==> config.mk <==
export PLATFORM = sky130hd
export DESIGN_NAME = lockline_resv_unit
export DESIGN_NICKNAME = d
export VERILOG_FILES = /design/src/rtl/lr_pkg.sv /design/src/rtl/lr_resv.sv /design/src/rtl/lr_beat_seq.sv /design/src/rtl/lr_stat_chan.sv /design/src/rtl/lockline_resv_unit.sv
export SDC_FILE = /design/constraint.sdc
export NUM_CORES = 2
export LEC_CHECK = 0
export ABC_CLOCK_PERIOD_IN_PS = 33600
export BUFFER_PORTS_ARGS = -buffer_cell sky130_fd_sc_hd__buf_2
export CAP_MARGIN = 10
export CORE_MARGIN = 2
export CORE_UTILIZATION = 45
export CTS_CLUSTER_SIZE = 24
export DETAILED_ROUTE_END_ITERATION = 10
export GPL_TIMING_DRIVEN = 0
export PLACE_DENSITY = 0.65
export REMOVE_ABC_BUFFERS = 1
export SKIP_LAST_GASP = 1
export SLEW_MARGIN = 20
export SYNTH_ARGS = -nofsm -noshare
export SYNTH_HDL_FRONTEND = slang
export SYNTH_SLANG_ARGS = --single-unit
export TNS_END_PERCENT = 20
==> constraint.sdc <==
create_clock -name clk -period 33.6 [get_ports clk]
set_clock_uncertainty 0.15 [all_clocks]
set_input_delay 1.68 -clock clk [delete_from_list [all_inputs] [get_ports clk]]
set_output_delay 1.68 -clock clk [all_outputs]
set_load 0.01 [all_outputs]
==> src/rtl/lr_pkg.sv <==
package lr_pkg;
  typedef enum logic [1:0] {
    OP_LOAD_RSV   = 2'd0,
    OP_STORE_COND = 2'd1,
    OP_STORE_ANY  = 2'd2,
    OP_NOP        = 2'd3
  } lr_op_e;

  typedef enum logic [1:0] {
    RC_GET_OK    = 2'd0,
    RC_COND_OK   = 2'd1,
    RC_COND_FAIL = 2'd2,
    RC_ANY_OK    = 2'd3
  } lr_code_e;

  typedef enum logic [1:0] {
    SQ_IDLE   = 2'd0,
    SQ_RD     = 2'd1,
    SQ_RDWAIT = 2'd2,
    SQ_WR     = 2'd3
  } lr_seq_e;
endpackage

==> src/rtl/lr_resv.sv <==
module lr_resv #(
  parameter int LINE_W     = 25,
  parameter int OWNER_W    = 4,
  parameter int DATA_W     = 128,
  parameter int BEATS      = 8,
  parameter int LINE_BYTES = 128,
  localparam int IDX_W     = $clog2(BEATS),
  localparam int OFF_W     = $clog2(LINE_BYTES),
  localparam int BW        = LINE_W + OFF_W + 1
) (
  input  logic               clk,
  input  logic               rst_n,
  input  logic               ld_acc,
  input  logic               cs_acc,
  input  logic               us_acc,
  input  logic [OWNER_W-1:0] req_owner,
  input  logic [LINE_W-1:0]  req_line,
  input  logic               inv_valid,
  input  logic [LINE_W-1:0]  inv_line,
  input  logic               cap_en,
  input  logic [IDX_W-1:0]   cap_idx,
  input  logic [DATA_W-1:0]  cap_data,
  input  logic [IDX_W-1:0]   cmp_idx,
  output logic               resv_valid,
  output logic               cs_owned,
  output logic               cs_ok,
  output logic [DATA_W-1:0]  cmp_data
);
  logic [OWNER_W-1:0] resv_owner;
  logic [LINE_W-1:0]  resv_line;
  logic [DATA_W-1:0]  copy_q [BEATS];

  function automatic logic [BW-1:0] byte_base(input logic [LINE_W-1:0] ln);
    return {1'b0, ln, {OFF_W{1'b0}}};
  endfunction

  function automatic logic ranges_overlap(input logic [LINE_W-1:0] a,
                                          input logic [LINE_W-1:0] b);
    logic [BW-1:0] ba, bb;
    ba = byte_base(a);
    bb = byte_base(b);
    return (ba < bb + BW'(LINE_BYTES)) && (bb < ba + BW'(LINE_BYTES));
  endfunction

  logic us_hit, inv_hit, drop;

  assign cs_owned = resv_valid && (resv_owner == req_owner);
  assign cs_ok    = cs_owned && (resv_line == req_line);
  assign us_hit   = us_acc && resv_valid && ranges_overlap(req_line, resv_line);
  assign inv_hit  = inv_valid && resv_valid && (inv_line == resv_line);
  assign drop     = (cs_acc && cs_owned) || us_hit || inv_hit;
  assign cmp_data = copy_q[cmp_idx];

  always_ff @(posedge clk) begin
    if (!rst_n) begin
      resv_valid <= 1'b0;
      resv_owner <= '0;
      resv_line  <= '0;
    end else if (ld_acc) begin
      resv_valid <= 1'b1;
      resv_owner <= req_owner;
      resv_line  <= req_line;
    end else if (drop) begin
      resv_valid <= 1'b0;
    end
  end

  always_ff @(posedge clk) begin
    if (!rst_n) begin
      for (int b = 0; b < BEATS; b++) copy_q[b] <= '0;
    end else if (cap_en) begin
      copy_q[cap_idx] <= cap_data;
    end
  end

  a_r2_load_records: assert property (@(posedge clk) disable iff (!rst_n)
    ld_acc |=> resv_valid && resv_line == $past(req_line) && resv_owner == $past(req_owner));
  a_r5_owned_cond_clears: assert property (@(posedge clk) disable iff (!rst_n)
    (cs_acc && cs_owned) |=> !resv_valid);
  a_r7_overlap_clears: assert property (@(posedge clk) disable iff (!rst_n)
    (us_acc && resv_valid && req_line == resv_line) |=> !resv_valid);
  a_r9_invalidate_clears: assert property (@(posedge clk) disable iff (!rst_n)
    (inv_valid && resv_valid && inv_line == resv_line && !ld_acc) |=> !resv_valid);
endmodule

==> src/rtl/lr_beat_seq.sv <==
module lr_beat_seq #(
  parameter int BEATS = 8,
  localparam int IDX_W = $clog2(BEATS),
  localparam logic [IDX_W-1:0] LAST = IDX_W'(BEATS - 1)
) (
  input  logic             clk,
  input  logic             rst_n,
  input  logic             start_rd,
  input  logic             start_wr,
  output logic             idle,
  output logic             rd_issue,
  output logic             wr_issue,
  output logic [IDX_W-1:0] cnt,
  output logic             wr_last,
  output logic             rd_pend,
  output logic [IDX_W-1:0] rd_idx,
  output logic             rd_last
);
  import lr_pkg::*;
  lr_seq_e state;

  assign idle     = (state == SQ_IDLE);
  assign rd_issue = (state == SQ_RD);
  assign wr_issue = (state == SQ_WR);
  assign wr_last  = wr_issue && (cnt == LAST);
  assign rd_last  = rd_pend && (rd_idx == LAST);

  always_ff @(posedge clk) begin
    if (!rst_n) begin
      state   <= SQ_IDLE;
      cnt     <= '0;
      rd_pend <= 1'b0;
      rd_idx  <= '0;
    end else begin
      rd_pend <= rd_issue;
      rd_idx  <= cnt;
      case (state)
        SQ_IDLE: begin
          cnt <= '0;
          if (start_rd) state <= SQ_RD;
          else if (start_wr) state <= SQ_WR;
        end
        SQ_RD: begin
          cnt <= cnt + 1'b1;
          if (cnt == LAST) state <= SQ_RDWAIT;
        end
        SQ_RDWAIT: state <= SQ_IDLE;
        SQ_WR: begin
          cnt <= cnt + 1'b1;
          if (cnt == LAST) state <= SQ_IDLE;
        end
        default: state <= SQ_IDLE;
      endcase
    end
  end

  a_r1_beat_order: assert property (@(posedge clk) disable iff (!rst_n)
    (rd_issue || wr_issue) && cnt != LAST |=> cnt == $past(cnt) + 1'b1);
endmodule

==> src/rtl/lr_stat_chan.sv <==
module lr_stat_chan #(
  parameter int CODE_W = 2
) (
  input  logic              clk,
  input  logic              rst_n,
  input  logic              push,
  input  logic [CODE_W-1:0] push_code,
  input  logic              pop,
  output logic              valid,
  output logic [CODE_W-1:0] code
);
  always_ff @(posedge clk) begin
    if (!rst_n) begin
      valid <= 1'b0;
      code  <= '0;
    end else if (push) begin
      valid <= 1'b1;
      code  <= push_code;
    end else if (pop) begin
      valid <= 1'b0;
    end
  end

  a_r8_push_overwrites: assert property (@(posedge clk) disable iff (!rst_n)
    push |=> valid && code == $past(push_code));
  a_r10_pop_empties: assert property (@(posedge clk) disable iff (!rst_n)
    (pop && !push) |=> !valid);
  a_r10_empty_holds: assert property (@(posedge clk) disable iff (!rst_n)
    (!valid && !push) |=> !valid);
endmodule

==> src/rtl/lockline_resv_unit.sv <==
module lockline_resv_unit #(
  parameter int LINE_W     = 25,
  parameter int OWNER_W    = 4,
  parameter int DATA_W     = 128,
  parameter int BEATS      = 8,
  parameter int LINE_BYTES = 128,
  localparam int IDX_W     = $clog2(BEATS)
) (
  input  logic               clk,
  input  logic               rst_n,
  input  logic               cmd_valid,
  output logic               cmd_ready,
  input  logic [1:0]         cmd_op,
  input  logic [OWNER_W-1:0] cmd_owner,
  input  logic [LINE_W-1:0]  cmd_line,
  output logic [IDX_W-1:0]   st_idx,
  input  logic [DATA_W-1:0]  st_data,
  output logic               ld_valid,
  output logic [IDX_W-1:0]   ld_idx,
  output logic [DATA_W-1:0]  ld_data,
  output logic               mem_req,
  output logic               mem_we,
  output logic [LINE_W+IDX_W-1:0] mem_addr,
  output logic [DATA_W-1:0]  mem_wdata,
  input  logic [DATA_W-1:0]  mem_rdata,
  input  logic               inv_valid,
  input  logic [LINE_W-1:0]  inv_line,
  input  logic               stat_pop,
  output logic               stat_valid,
  output logic [1:0]         stat_code
);
  import lr_pkg::*;

  lr_op_e op;
  logic acc, ld_acc, cs_acc, us_acc;
  logic idle, rd_issue, wr_issue, wr_last, rd_pend, rd_last;
  logic [IDX_W-1:0] cnt, rd_idx;
  logic resv_valid, cs_owned, cs_ok;
  logic [DATA_W-1:0] cmp_data;
  logic cur_cond, cur_load;
  logic [LINE_W-1:0] cur_line;
  logic cs_fail, push;
  lr_code_e push_code;
  logic beat_same;

  assign op        = lr_op_e'(cmd_op);
  assign cmd_ready = idle;
  assign acc       = cmd_valid && idle;
  assign ld_acc    = acc && (op == OP_LOAD_RSV);
  assign cs_acc    = acc && (op == OP_STORE_COND);
  assign us_acc    = acc && (op == OP_STORE_ANY);
  assign cs_fail   = cs_acc && !cs_ok;

  always_ff @(posedge clk) begin
    if (!rst_n) begin
      cur_cond <= 1'b0;
      cur_load <= 1'b0;
      cur_line <= '0;
    end else if (acc) begin
      cur_cond <= (op == OP_STORE_COND);
      cur_load <= (op == OP_LOAD_RSV);
      cur_line <= cmd_line;
    end
  end

  lr_resv #(
    .LINE_W(LINE_W), .OWNER_W(OWNER_W), .DATA_W(DATA_W),
    .BEATS(BEATS), .LINE_BYTES(LINE_BYTES)
  ) resv_i (
    .clk(clk), .rst_n(rst_n),
    .ld_acc(ld_acc), .cs_acc(cs_acc), .us_acc(us_acc),
    .req_owner(cmd_owner), .req_line(cmd_line),
    .inv_valid(inv_valid), .inv_line(inv_line),
    .cap_en(rd_pend && cur_load), .cap_idx(rd_idx), .cap_data(mem_rdata),
    .cmp_idx(cnt),
    .resv_valid(resv_valid), .cs_owned(cs_owned), .cs_ok(cs_ok),
    .cmp_data(cmp_data)
  );

  lr_beat_seq #(.BEATS(BEATS)) seq_i (
    .clk(clk), .rst_n(rst_n),
    .start_rd(ld_acc),
    .start_wr(us_acc || (cs_acc && cs_ok)),
    .idle(idle), .rd_issue(rd_issue), .wr_issue(wr_issue), .cnt(cnt),
    .wr_last(wr_last), .rd_pend(rd_pend), .rd_idx(rd_idx), .rd_last(rd_last)
  );

  assign beat_same = cur_cond && (st_data == cmp_data);
  assign st_idx    = cnt;
  assign mem_req   = rd_issue || (wr_issue && !beat_same);
  assign mem_we    = wr_issue;
  assign mem_addr  = {cur_line, cnt};
  assign mem_wdata = st_data;
  assign ld_valid  = rd_pend;
  assign ld_idx    = rd_idx;
  assign ld_data   = mem_rdata;

  assign push = cs_fail || wr_last || rd_last;
  always_comb begin
    if (cs_fail)       push_code = RC_COND_FAIL;
    else if (rd_last)  push_code = RC_GET_OK;
    else if (cur_cond) push_code = RC_COND_OK;
    else               push_code = RC_ANY_OK;
  end

  lr_stat_chan #(.CODE_W(2)) stat_i (
    .clk(clk), .rst_n(rst_n),
    .push(push), .push_code(push_code), .pop(stat_pop),
    .valid(stat_valid), .code(stat_code)
  );

  a_r4_fail_no_write: assert property (@(posedge clk) disable iff (!rst_n)
    cs_fail |=> !mem_req && cmd_ready);
  a_r6_any_store_all_beats: assert property (@(posedge clk) disable iff (!rst_n)
    (wr_issue && !cur_cond) |-> mem_req && mem_we);
  a_r11_busy_blocks: assert property (@(posedge clk) disable iff (!rst_n)
    (rd_issue || wr_issue) |-> !cmd_ready);
endmodule

==> metrics.txt <==
# TYPE chip_impl_metric gauge
chip_impl_info{name="cts.root.buffer_cell",value="sky130_fd_sc_hd__clkbuf_16"} 1
chip_impl_metric{name="post-route-worst-setup-slack",unit="ns"} 25.96
chip_impl_metric{name="antenna_found_initial",unit=""} 4
chip_impl_metric{name="design.die.area",unit="mm²"} 0.122
chip_impl_metric{name="fin_crit",unit="ns"} 7.64
chip_impl_metric{name="yosys_register_bits",unit=""} 1096
chip_impl_metric{name="first_global_vias",unit=""} 31928
chip_impl_metric{name="gp_congestion",unit=""} 0.839
chip_impl_metric{name="tightestPinTransition",unit="ns"} 1.03
chip_impl_metric{name="min_path_cells",unit=""} 2
chip_impl_metric{name="antenna_violating_nets_post_route",unit=""} 0
chip_impl_info{name="rr_endpoint",value="resv_i.copy_q[1][80]"} 1
chip_impl_metric{name="cts-buffers-inserted",unit=""} 117
chip_impl_metric{name="worstPathArrival",unit="ns"} 5.81
chip_impl_metric{name="largest_net_degree_at_the_start_of_global_routing",unit=""} 80
chip_impl_metric{name="place.port_buffers",unit=""} 613
chip_impl_info{name="reg2reg_from",value="seq_i.rd_idx[0]"} 1
chip_impl_info{name="setup.worst_path.start_class",value="register"} 1
chip_impl_metric{name="synth_seq_area_share",unit=""} 0.599
chip_impl_metric{name="fill_cells",unit=""} 9687
chip_impl_metric{name="wl_per_cell",unit="µm"} 25.8
chip_impl_metric{name="h-tree-depth",unit=""} 3
chip_impl_metric{name="yosysUniqueCellTypes",unit=""} 53
chip_impl_metric{name="clock_network_fraction_of_design_power",unit=""} 0.405
chip_impl_metric{name="slew_viols_final",unit=""} 0
chip_impl_info{name="grt_setup_unrepaired",value="false"} 1
chip_impl_info{name="post_synth_main_area_contributors",value="sky130_fd_sc_hd__edfxtp_1 (57%), sky130_fd_sc_hd__and2_1 (12%), sky130_fd_sc_hd__mux4_2 (10%), sky130_fd_sc_hd__buf_4 (3.9%), sky130_fd_sc_hd__dfxtp_1 (2.7%)"} 1
chip_impl_metric{name="timing.max_cap.violations",unit=""} 0
chip_impl_metric{name="detailed_routing_iterations_pass_1",unit=""} 5
chip_impl_metric{name="portion_of_the_clock_cycle_consumed_by_the_worst_path_in_the_final_layout",unit=""} 0.227
chip_impl_metric{name="synth-edff-count",unit=""} 1024
chip_impl_info{name="cts_tree",value="built"} 1
chip_impl_metric{name="design.portCount",unit=""} 614
chip_impl_metric{name="first_iter_violations",unit=""} 2695
chip_impl_info{name="postSynth.topFlopCell",value="sky130_fd_sc_hd__edfxtp_1"} 1
chip_impl_info{name="hold_end",value="cur_line[15]"} 1
chip_impl_metric{name="die-width",unit="µm"} 349
chip_impl_metric{name="route.detailed.drc",unit=""} 0
chip_impl_metric{name="power.sequential.fraction",unit=""} 0.500
chip_impl_metric{name="reported_net_switching_power",unit="µW"} 740
chip_impl_metric{name="syn-mean-instance-area",unit="µm²"} 14.3
chip_impl_metric{name="synth.cell_area",unit="mm²"} 0.0537
chip_impl_metric{name="syn-instance-count",unit=""} 3756
chip_impl_metric{name="required",unit="ns"} 31.77
chip_impl_info{name="worst-setup-path-type",value="register to output pin"} 1
chip_impl_info{name="synthDominantAreaCellType",value="sky130_fd_sc_hd__edfxtp_1"} 1
chip_impl_metric{name="cts.repair_timing.setup_buffer_count",unit=""} 0
chip_impl_info{name="min-delay-path-class",value="register to register"} 1
chip_impl_metric{name="ff_latch_area",unit="mm²"} 0.0322
chip_impl_metric{name="worst_slew_margin_rel",unit=""} 0.305
chip_impl_metric{name="clk_pin_slew_worst_paths",unit="ns"} 0.06
chip_impl_metric{name="power.share.combinational",unit=""} 0.095
chip_impl_metric{name="path_max_fanout",unit=""} 42
chip_impl_metric{name="clkLatencyLatePin",unit="ns"} 0.70
chip_impl_metric{name="finalSetupTns",unit="ns"} 0
chip_impl_metric{name="dr_total_vias",unit=""} 31963
chip_impl_metric{name="drive_gt1_frac",unit=""} 0.288
chip_impl_metric{name="vias_per_cell",unit=""} 5.52
chip_impl_metric{name="clock.fmax",unit="MHz"} 131
chip_impl_metric{name="synth_top_area_frac",unit=""} 0.573
chip_impl_metric{name="holdBufCountCts",unit=""} 0
chip_impl_info{name="worst_min_delay_path_startpoint",value="cur_line[15]"} 1
chip_impl_info{name="outcome",value="completed"} 1
chip_impl_metric{name="post_cts_resize_count",unit=""} 0
chip_impl_metric{name="pre_cts_ws",unit="ns"} 26.54
chip_impl_metric{name="timing_hold_violations_final",unit=""} 0
chip_impl_metric{name="swShare",unit=""} 0.238
chip_impl_metric{name="detail_placement_hpwl",unit="µm"} 103000
chip_impl_metric{name="wire_length_of_the_first_global_routing_pass",unit="µm"} 217000
chip_impl_info{name="critPathCaptureType",value="output pin"} 1
chip_impl_metric{name="setup.reg_to_reg.worst_slack",unit="ns"} 29.69
chip_impl_metric{name="ir_drop",unit="µV"} 44.5
chip_impl_metric{name="detail_route.wirelength",unit="µm"} 149000
chip_impl_metric{name="die-height",unit="µm"} 349
chip_impl_metric{name="fin_nets",unit=""} 4528
chip_impl_metric{name="multi_input_gate_area",unit="mm²"} 0.0186
chip_impl_metric{name="synth_warnings",unit=""} 0
chip_impl_metric{name="ratio_of_total_power_to_cell_area",unit="mW/mm²"} 49.3
chip_impl_metric{name="design.core.area",unit="mm²"} 0.118
chip_impl_metric{name="cell_internal_pwr",unit="µW"} 2370
chip_impl_metric{name="cellLeakagePower",unit="µW"} 0.0235
chip_impl_metric{name="synth-async-reset-ratio",unit=""} 0
chip_impl_metric{name="groute.usage.overall",unit=""} 0.244
chip_impl_metric{name="floorplan.initialDensity",unit=""} 0.454
chip_impl_metric{name="worst-r2r-cell-count",unit=""} 8
chip_impl_metric{name="layout-area-overhead-vs-synth",unit="%"} 17.4
chip_impl_metric{name="final-setup-viol-count",unit=""} 0
chip_impl_metric{name="number_of_cell_rows",unit=""} 126
chip_impl_metric{name="cts.sinks",unit=""} 1096
chip_impl_metric{name="grt_overflow",unit=""} 0
chip_impl_metric{name="clock_tree.buffer_depth",unit=""} 3
[critical path: stages, from the launching register on]
cell and delay (ns):
sky130_fd_sc_hd__dfxtp_4 0.80, sky130_fd_sc_hd__buf_16 0.33, sky130_fd_sc_hd__buf_16 0.27, sky130_fd_sc_hd__mux4_2 0.53
sky130_fd_sc_hd__mux2i_1 0.24, sky130_fd_sc_hd__xnor2_1 0.11, sky130_fd_sc_hd__nor4_1 0.73, sky130_fd_sc_hd__nand4_1 0.39
sky130_fd_sc_hd__nor3_1 0.69, sky130_fd_sc_hd__nand3_1 0.23, sky130_fd_sc_hd__o41a_1 0.48, sky130_fd_sc_hd__buf_2 0.18
[worst max-delay path by stage]
stage | to | slack [ns] | depth (start not counted)
after floorplan | mem_req | 20.49 | 8
after global placement | resv_i.copy_q[0][106] | 7.88 | 4
after detailed placement | mem_req | 26.54 | 11
after CTS | mem_req | 25.73 | 11
after global routing | mem_req | 25.61 | 11
final | mem_req | 25.96 | 11
[cell type report]
cell class              instances  area share
flip-flops and latches       1096       0.511
multi-input cells            2156       0.296
repair buffers                775       0.103
clock buffers                 137      0.0478
well taps                    1536      0.0305
clock inverters                79      0.0113
inverters                      12    0.000715
diodes                          2   0.0000794
[kinds of logic after synthesis]
family	count (synthesis)	synth area share
AO/OA/AOI/OAI	166	0.0214
XOR/XNOR	185	0.0302
adder cells (fa/ha/maj)	53	0.0123
buffers and inverters	504	0.0565
flip-flops	1096	0.599
multiplexers	390	0.131
AND/OR/NAND/NOR	1362	0.149
[cell usage after synthesis, types with 5 or more instances]
| cell | n |
|---|---|
| sky130_fd_sc_hd__a21boi_0 | 56 |
| sky130_fd_sc_hd__a21o_1 | 7 |
| sky130_fd_sc_hd__a21oi_1 | 20 |
| sky130_fd_sc_hd__a221oi_1 | 16 |
| sky130_fd_sc_hd__and2_1 | 1032 |
| sky130_fd_sc_hd__and3_1 | 10 |
| sky130_fd_sc_hd__and4_1 | 5 |
| sky130_fd_sc_hd__buf_1 | 6 |
| sky130_fd_sc_hd__buf_2 | 38 |
| sky130_fd_sc_hd__buf_4 | 279 |
| sky130_fd_sc_hd__buf_6 | 6 |
| sky130_fd_sc_hd__clkbuf_1 | 163 |
| sky130_fd_sc_hd__dfxtp_1 | 72 |
| sky130_fd_sc_hd__edfxtp_1 | 1024 |
| sky130_fd_sc_hd__ha_1 | 53 |
| sky130_fd_sc_hd__inv_1 | 12 |
| sky130_fd_sc_hd__mux2_2 | 8 |
| sky130_fd_sc_hd__mux2i_1 | 134 |
| sky130_fd_sc_hd__mux4_2 | 248 |
| sky130_fd_sc_hd__nand2_1 | 146 |
| sky130_fd_sc_hd__nand2b_1 | 9 |
| sky130_fd_sc_hd__nand3_1 | 29 |
| sky130_fd_sc_hd__nand4_1 | 30 |
| sky130_fd_sc_hd__nor2_1 | 39 |
| sky130_fd_sc_hd__nor2b_1 | 14 |
| sky130_fd_sc_hd__nor3_1 | 14 |
| sky130_fd_sc_hd__nor4_1 | 25 |
| sky130_fd_sc_hd__o21ai_0 | 26 |
| sky130_fd_sc_hd__o22ai_1 | 12 |
| sky130_fd_sc_hd__xnor2_1 | 88 |
| sky130_fd_sc_hd__xor2_1 | 97 |
[cell usage in the layout (no fill, tap or decap), types with 30 or more instances in the layout]
cell type                   synthesis  routed
sky130_fd_sc_hd__a21boi_0          56      56
sky130_fd_sc_hd__and2_1          1032    1032
sky130_fd_sc_hd__buf_12             0      31
sky130_fd_sc_hd__buf_16             0      88
sky130_fd_sc_hd__buf_2             38     612
sky130_fd_sc_hd__buf_4            279      31
sky130_fd_sc_hd__clkbuf_16          0     117
sky130_fd_sc_hd__clkinv_2           0      32
sky130_fd_sc_hd__dfxtp_1           72      69
sky130_fd_sc_hd__edfxtp_1        1024    1024
sky130_fd_sc_hd__ha_1              53      53
sky130_fd_sc_hd__mux2i_1          134     134
sky130_fd_sc_hd__mux4_2           248     248
sky130_fd_sc_hd__nand2_1          146     145
sky130_fd_sc_hd__nand4_1           30      30
sky130_fd_sc_hd__nor2_1            39      33
sky130_fd_sc_hd__xnor2_1           88      88
sky130_fd_sc_hd__xor2_1            97      97
[flip-flops by register name (all words and copies together), names as in the netlist, 2 cells and up, named ones only]
signal and cells:
seq_i.cnt 3, resv_i.copy_q 1024, seq_i.rd_idx 3, seq_i.state 2, resv_i.resv_owner 4, cur_line 25
resv_i.resv_line 25, stat_i.code 2
[power by group through the flow]
stage          Combinational, µW  Sequential, µW  Clock (µW)
6_report                     296            1550        1260
3_3_place_gp                 286            1640           0
3_5_place_dp                 300            1580           0
5_1_grt                      318            1560        1330
4_1_cts                      301            1550        1280
2_1_floorplan                143            1610           0
[metal layers]
metal,up-vias,track usage,share of wire
li1,14202,-,-
met2,1239,0.393,0.48
met4,0,0.0589,0.022
met5,-,0,0
met1,16350,0.348,0.43
met3,172,0.0370,0.069
[per-stage QoR]
step	util	hold slack, ns	cells	area, µm²	power [µW]
floorplan	-	0.305	3264	50700	1750
global placement	0.471	0.300	5413	55700	1930
detailed placement	0.502	0.306	5575	59300	1880
CTS	0.533	0.314	5791	63000	3130
global route	0.533	0.337	5791	63000	3200
finish	0.533	0.311	5793	63000	3110
Note: power is estimated with default switching activity, not from simulation.
